==> src/rtl/i2c_tba_pkg.sv <==
package i2c_tba_pkg;

    // Address-phase progress since the last start condition.
    typedef enum logic [2:0] {
        ST_IDLE = 3'd0,   // not addressed, waiting for a start
        ST_HDR  = 3'd1,   // expecting a header byte
        ST_LOW  = 3'd2,   // header accepted, expecting low address byte
        ST_RHDR = 3'd3,   // repeated start while addressed
        ST_DATA = 3'd4    // address phase complete
    } tba_state_e;

endpackage

==> src/rtl/i2c_tba_regs.sv <==
module i2c_tba_regs #(
    parameter int ADDR_W = 10,
    parameter int REG_W  = 16
) (
    input  logic              clk,
    input  logic              rst_n,
    input  logic              enable,
    input  logic              wr,
    input  logic              sel,
    input  logic [REG_W-1:0]  wdata,
    input  logic              hit,
    input  logic [ADDR_W-1:0] rx_addr,
    output logic [ADDR_W-1:0] cfg_addr,
    output logic [ADDR_W-1:0] cfg_mask,
    output logic [REG_W-1:0]  addr_rd,
    output logic [REG_W-1:0]  mask_rd
);

    localparam int PAD_W = REG_W - ADDR_W;

    typedef struct packed {
        logic [ADDR_W-1:0] addr;
        logic [ADDR_W-1:0] mask;
    } regs_s;

    regs_s r_d, r_q;

    logic unused_wdata_hi;
    assign unused_wdata_hi = ^wdata[REG_W-1:ADDR_W];

    always_comb begin
        r_d = r_q;
        if (wr && !enable) begin
            if (sel) begin
                r_d.mask = wdata[ADDR_W-1:0];
            end else begin
                r_d.addr = wdata[ADDR_W-1:0];
            end
        end
    end

    always_ff @(posedge clk or negedge rst_n) begin
        if (!rst_n) begin
            r_q.addr <= '0;
            r_q.mask <= '1;
        end else begin
            r_q <= r_d;
        end
    end

    assign cfg_addr = r_q.addr;
    assign cfg_mask = r_q.mask;
    assign addr_rd  = {{PAD_W{1'b0}}, (hit ? rx_addr : r_q.addr)};
    assign mask_rd  = {{PAD_W{1'b0}}, r_q.mask};

endmodule

==> src/rtl/i2c_tba_cmp.sv <==
module i2c_tba_cmp #(
    parameter int ADDR_W = 10
) (
    input  logic [7:0]        byte_data,
    input  logic [ADDR_W-1:0] cfg_addr,
    input  logic [ADDR_W-1:0] cfg_mask,
    output logic              hdr_wr_ok,
    output logic              hdr_rd_ok,
    output logic              low_ok
);

    localparam int HI_W = ADDR_W - 8;
    localparam int PW   = 7 - HI_W;
    localparam logic [PW-1:0] PREFIX = {{(PW-1){1'b1}}, 1'b0};

    // Candidate address formed from one byte: the high part is taken from
    // the header's address field, the low part from the whole byte.
    logic [ADDR_W-1:0] cand;
    logic [ADDR_W-1:0] bit_hit;

    assign cand = {byte_data[HI_W:1], byte_data};

    for (genvar i = 0; i < ADDR_W; i++) begin : g_bit
        assign bit_hit[i] = ~cfg_mask[i] | (cand[i] == cfg_addr[i]);
    end

    logic prefix_ok;
    logic hi_ok;

    assign prefix_ok = (byte_data[7:HI_W+1] == PREFIX);
    assign hi_ok     = &bit_hit[ADDR_W-1:8];
    assign hdr_wr_ok = prefix_ok && hi_ok && !byte_data[0];
    assign hdr_rd_ok = prefix_ok && hi_ok &&  byte_data[0];
    assign low_ok    = &bit_hit[7:0];

endmodule

==> src/rtl/i2c_tba_fsm.sv <==
module i2c_tba_fsm
    import i2c_tba_pkg::*;
#(
    parameter int ADDR_W = 10
) (
    input  logic              clk,
    input  logic              rst_n,
    input  logic              enable,
    input  logic              tenbit_en,
    input  logic              start,
    input  logic              rstart,
    input  logic              stop,
    input  logic              byte_valid,
    input  logic [7:0]        byte_data,
    input  logic              hdr_wr_ok,
    input  logic              hdr_rd_ok,
    input  logic              low_ok,
    output logic              ack_valid,
    output logic              ack,
    output logic              hit,
    output logic [ADDR_W-1:0] rx_addr
);

    localparam int HI_W = ADDR_W - 8;

    typedef struct packed {
        tba_state_e        st;
        logic              hit;
        logic [ADDR_W-1:0] rx;
        logic              av;
        logic              ack;
    } fsm_s;

    fsm_s s_d, s_q;

    logic wr_hdr, rd_hdr, low_hit;
    assign wr_hdr  = tenbit_en && hdr_wr_ok;
    assign rd_hdr  = tenbit_en && hdr_rd_ok;
    assign low_hit = tenbit_en && low_ok;

    always_comb begin
        s_d     = s_q;
        s_d.av  = byte_valid;
        s_d.ack = 1'b0;
        if (!enable) begin
            s_d.st  = ST_IDLE;
            s_d.hit = 1'b0;
        end else if (stop) begin
            s_d.st  = ST_IDLE;
            s_d.hit = 1'b0;
        end else if (start) begin
            s_d.st  = ST_HDR;
            s_d.hit = 1'b0;
        end else if (rstart) begin
            s_d.st = s_q.hit ? ST_RHDR : ST_HDR;
        end else if (byte_valid) begin
            unique case (s_q.st)
                ST_HDR: begin
                    if (wr_hdr) begin
                        s_d.ack = 1'b1;
                        s_d.st  = ST_LOW;
                        s_d.rx[ADDR_W-1:8] = byte_data[HI_W:1];
                    end else begin
                        s_d.st = ST_IDLE;
                    end
                end
                ST_LOW: begin
                    if (low_hit) begin
                        s_d.ack = 1'b1;
                        s_d.hit = 1'b1;
                        s_d.st  = ST_DATA;
                        s_d.rx[7:0] = byte_data;
                    end else begin
                        s_d.st = ST_IDLE;
                    end
                end
                ST_RHDR: begin
                    if (rd_hdr) begin
                        s_d.ack = 1'b1;
                        s_d.st  = ST_DATA;
                    end else if (wr_hdr) begin
                        s_d.ack = 1'b1;
                        s_d.hit = 1'b0;
                        s_d.st  = ST_LOW;
                        s_d.rx[ADDR_W-1:8] = byte_data[HI_W:1];
                    end else begin
                        s_d.hit = 1'b0;
                        s_d.st  = ST_IDLE;
                    end
                end
                default: ;
            endcase
        end
    end

    always_ff @(posedge clk or negedge rst_n) begin
        if (!rst_n) begin
            s_q.st  <= ST_IDLE;
            s_q.hit <= 1'b0;
            s_q.rx  <= '0;
            s_q.av  <= 1'b0;
            s_q.ack <= 1'b0;
        end else begin
            s_q <= s_d;
        end
    end

    assign ack_valid = s_q.av;
    assign ack       = s_q.ack;
    assign hit       = s_q.hit;
    assign rx_addr   = s_q.rx;

endmodule

==> src/rtl/i2c_tenbit_addr_match.sv <==
module i2c_tenbit_addr_match #(
    parameter int ADDR_W = 10,
    parameter int REG_W  = 16
) (
    input  logic             clk,
    input  logic             rst_n,
    input  logic             ctl_enable,
    input  logic             ctl_tenbit,
    input  logic             reg_wr,
    input  logic             reg_sel,
    input  logic [REG_W-1:0] reg_wdata,
    input  logic             start_pulse,
    input  logic             rstart_pulse,
    input  logic             stop_pulse,
    input  logic             byte_valid,
    input  logic [7:0]       byte_data,
    output logic             ack_valid,
    output logic             ack,
    output logic             slave_hit,
    output logic [REG_W-1:0] addr_rd,
    output logic [REG_W-1:0] mask_rd
);

    logic [ADDR_W-1:0] cfg_addr, cfg_mask, rx_addr;
    logic              hdr_wr_ok, hdr_rd_ok, low_ok;

    i2c_tba_regs #(.ADDR_W(ADDR_W), .REG_W(REG_W)) u_regs (
        .clk      (clk),
        .rst_n    (rst_n),
        .enable   (ctl_enable),
        .wr       (reg_wr),
        .sel      (reg_sel),
        .wdata    (reg_wdata),
        .hit      (slave_hit),
        .rx_addr  (rx_addr),
        .cfg_addr (cfg_addr),
        .cfg_mask (cfg_mask),
        .addr_rd  (addr_rd),
        .mask_rd  (mask_rd)
    );

    i2c_tba_cmp #(.ADDR_W(ADDR_W)) u_cmp (
        .byte_data (byte_data),
        .cfg_addr  (cfg_addr),
        .cfg_mask  (cfg_mask),
        .hdr_wr_ok (hdr_wr_ok),
        .hdr_rd_ok (hdr_rd_ok),
        .low_ok    (low_ok)
    );

    i2c_tba_fsm #(.ADDR_W(ADDR_W)) u_fsm (
        .clk        (clk),
        .rst_n      (rst_n),
        .enable     (ctl_enable),
        .tenbit_en  (ctl_tenbit),
        .start      (start_pulse),
        .rstart     (rstart_pulse),
        .stop       (stop_pulse),
        .byte_valid (byte_valid),
        .byte_data  (byte_data),
        .hdr_wr_ok  (hdr_wr_ok),
        .hdr_rd_ok  (hdr_rd_ok),
        .low_ok     (low_ok),
        .ack_valid  (ack_valid),
        .ack        (ack),
        .hit        (slave_hit),
        .rx_addr    (rx_addr)
    );

endmodule

==> config.mk <==
export PLATFORM = sky130hd
export DESIGN_NAME = i2c_tenbit_addr_match
export DESIGN_NICKNAME = d
export VERILOG_FILES = /design/src/rtl/i2c_tba_pkg.sv /design/src/rtl/i2c_tba_regs.sv /design/src/rtl/i2c_tba_cmp.sv /design/src/rtl/i2c_tba_fsm.sv /design/src/rtl/i2c_tenbit_addr_match.sv
export SDC_FILE = /design/constraint.sdc
export NUM_CORES = 1
export LEC_CHECK = 0
export ABC_AREA = 1
export BUFFER_PORTS_ARGS = -buffer_cell sky130_fd_sc_hd__buf_2
export CORE_MARGIN = 2
export CORE_UTILIZATION = 54
export DETAILED_ROUTE_END_ITERATION = 8
export PLACE_DENSITY_LB_ADDON = 0.15
export SETUP_SLACK_MARGIN = 0.5
export SYNTH_ARGS = -nofsm -noshare
export SYNTH_HDL_FRONTEND = slang
export SYNTH_SLANG_ARGS = --single-unit
==> constraint.sdc <==
create_clock -name clk -period 2.7 [get_ports clk]
set_input_delay 0.405 -clock clk [delete_from_list [all_inputs] [get_ports clk]]
set_output_delay 0.405 -clock clk [all_outputs]
set_load 0.05 [all_outputs]
==> metrics.txt <==
Leak Pwr 1.31 nW; Mapped Area 0.00205 mm²; combinational power share 0.313; commonest non-fill, non-tap cell in the layout nand2_1; Post-route DRC 0; status complete, no violations; slew margin rel. 0.478; Sw Ratio 0.390; Register Area 913 µm²; area occupied by multi-input gates 920 µm²; top post-synthesis cells by area dfrtp_1 (32%), nand2_1 (16%), dfstp_2 (13%), o21ai_0 (6.8%), inv_1 (4.8%); Final Hold Viols 0; Port Buffer Count 50; Area after DPL 0.00227 mm²; crit path kind reg2out; clock root buffer clkbuf_8; CTS tree built; setup_tns 0 ns; post-synth top area share 0.317; htree depth 2; reg2reg path depth 10; most frequent cells in the layout nand2_1 (88), buf_2 (50), o21ai_0 (28); die span in y 65.6 µm; Yosys Warn Count 0; unrepaired setup endpoints after global routing false; via/cell ratio 4.94; first-pass GRT wire length 7.33 mm; Net Sw Power 0.592 mW; Slew Limit Fails 0; post-route setup slack 0.674 ns; worst path bufs/invs 1; Startpoint Class flip-flop; Synth Area in XOR/XNOR 0; Antenna Cells 0; Worst-path clk slew 0.07 ns; Num Clock Sinks 36; fin crit period 2.03 ns; part of the power in registers 0.427; post-synthesis register bit count 36; initial DRC count 104; post-route cell area 0.00236 mm²; Int Pwr 0.928 mW; post-synthesis mux area share 0.0110; largest family of logic cells by synthesized area simple AND/OR/NAND/NOR gates; num rows 22; Final ANT Viol Nets 0; Hold WC Path Type in2async; Post-synth EDFFs 0; Main synth FF type dfrtp_1; FF-to-FF setup slack 1.16 ns; fillers 348; Final Hold Slack 0.194 ns; setup bufs post-CTS 0; slowest CP cell dfrtp_1; Overflow after GRT 0; final setup skew 0.00932 ns; Post-Synthesis Cells 271; number of distinct library cells after synthesis 30; CTS-repair resized insts 0; pin count of the biggest net entering global routing 37; Reg2Reg Launch Point u_regs.cfg_addr[7]; CP Capture Type primary output; TritonCTS Buffers 5; routed wire length 4.37 mm; sequential area share after synthesis 0.445; I/O pin total 69; Adder-Cell Fraction of Synth Area 0; Final HPWL DP 3.22 mm; final setup vio count 0; worst vdd ir 0.389 mV; pwr dens 643 mW/mm²; placeable core area 0.00366 mm²; CP arrival 1.62 ns; Initial Utilization 0.560; post-synthesis compound-gate area fraction 0.0848; clk_lat worst skew 0.29 ns; share of layout cells above drive strength 1 0.269; slowest stage delay, CP 0.72 ns; Worst Path Required 2.30 ns; Clock Power Share 0.259; FMAX 0.494 GHz; pre-CTS WS 0.961 ns; max cap viols 0; CP Cell Sequence mux2_2 > buf_2; Slew @ Worst Pin 0.783 ns; vias in the first global route 1670; Layout Area Growth over Synthesis 15.2%; Die X 65.6 µm; cell family with most CP delay flip-flops; DIE AREA 0.00431 mm²; Yosys top cell by area dfrtp_1; simple-gate portion of the synthesized area 0.330; vias 1819; Clock Tree Buf Depth 2; crit share post-route 0.750; RR Endpoint u_fsm.rx_addr[6]; First-pass DRT Iterations 4; Critical Path Fanout Max 20; Placed Cells 360; Total GRT Usage 0.226; Avg Cell Area, Syn 7.57 µm²; ys async rst share 1.00; Final Wtd Congestion 0.875; Nets 353; final non-filler cell total 368; # hold bufs at CTS 0; routed len/inst 11.9 µm; initial antenna violation count 0
==> final cells by class <==
| class | instances | share of cell area |
|---|---|---|
| sequential | 36 | 0.386 |
| timing repair buffer | 50 | 0.106 |
| tap | 48 | 0.0254 |
| clock buffer | 8 | 0.0381 |
| inverter | 35 | 0.0556 |
| multi-input combinational | 191 | 0.389 |
==> power groups by stage <==
stage / combinational, mW / sequential (mW) / clock, mW
global route: 0.517 / 0.659 / 0.431
global placement: 0.472 / 0.657 / 0
finish: 0.476 / 0.650 / 0.394
detailed placement: 0.479 / 0.659 / 0
floorplan: 0.289 / 0.744 / 0
CTS: 0.480 / 0.650 / 0.402
==> worst max-delay path by stage <==
stage	from	to	slack [ns]	cells after the start
final	u_fsm.hit	addr_rd[6]	0.67	2
after global routing	u_fsm.hit	addr_rd[3]	0.57	2
after CTS	u_fsm.hit	addr_rd[6]	0.65	2
after detailed placement	u_fsm.hit	addr_rd[6]	0.96	2
after global placement	u_fsm.hit	addr_rd[6]	0.96	2
after floorplan	u_fsm.hit	addr_rd[2]	0.17	3
==> worst register-to-register path, delay by kind of cell (launching register included) <==
family                 cells  cell delay [ns]
flip-flops                 1             0.39
buffers and inverters      2             0.17
AND/OR/NAND/NOR            8             0.88
==> cell families (layout without fill, tap and decap cells) <==
kind of cell | count (synthesis) | after routing
multiplexers | 2 | 2
buffers and inverters | 55 | 93
AO/OA/AOI/OAI | 33 | 33
other | 1 | 12
AND/OR/NAND/NOR | 144 | 144
flip-flops | 36 | 36
==> synth_stat cells, types with 2 or more instances <==
master	number
nand2_1	88
o21ai_0	28
dfrtp_1	26
inv_1	26
nand3_1	16
nor2_1	15
nand4_1	13
buf_4	12
dfstp_2	10
inv_2	8
clkbuf_1	5
nor2_8	3
mux2_2	2
nand2_2	2
nor2_2	2
==> metal layers <==
metal	vias to the layer above	GRT usage	routed length [µm]
met5	-	0	0
met4	0	0.0781	57
met2	45	0.383	2080
met3	8	0.0411	205
li1	935	-	-
met1	831	0.289	2020
==> per-stage QoR <==
stage | util | power [mW]
detailed placement | 0.621 | 1.14
global placement | 0.621 | 1.13
global route | 0.646 | 1.61
CTS | 0.646 | 1.53
finish | 0.646 | 1.52
floorplan | - | 1.03
==> state kept, by name, indices dropped and copies added (netlist names), named ones only <==
| name | count |
|---|---|
| u_fsm.hit | 1 |
| u_regs.cfg_mask | 10 |
| u_fsm.rx_addr | 8 |
| u_regs.cfg_addr | 10 |
| u_fsm.ack | 1 |
| u_fsm.ack_valid | 1 |
| u_fsm.s_q | 3 |
Power figures use the tool's default switching activity.
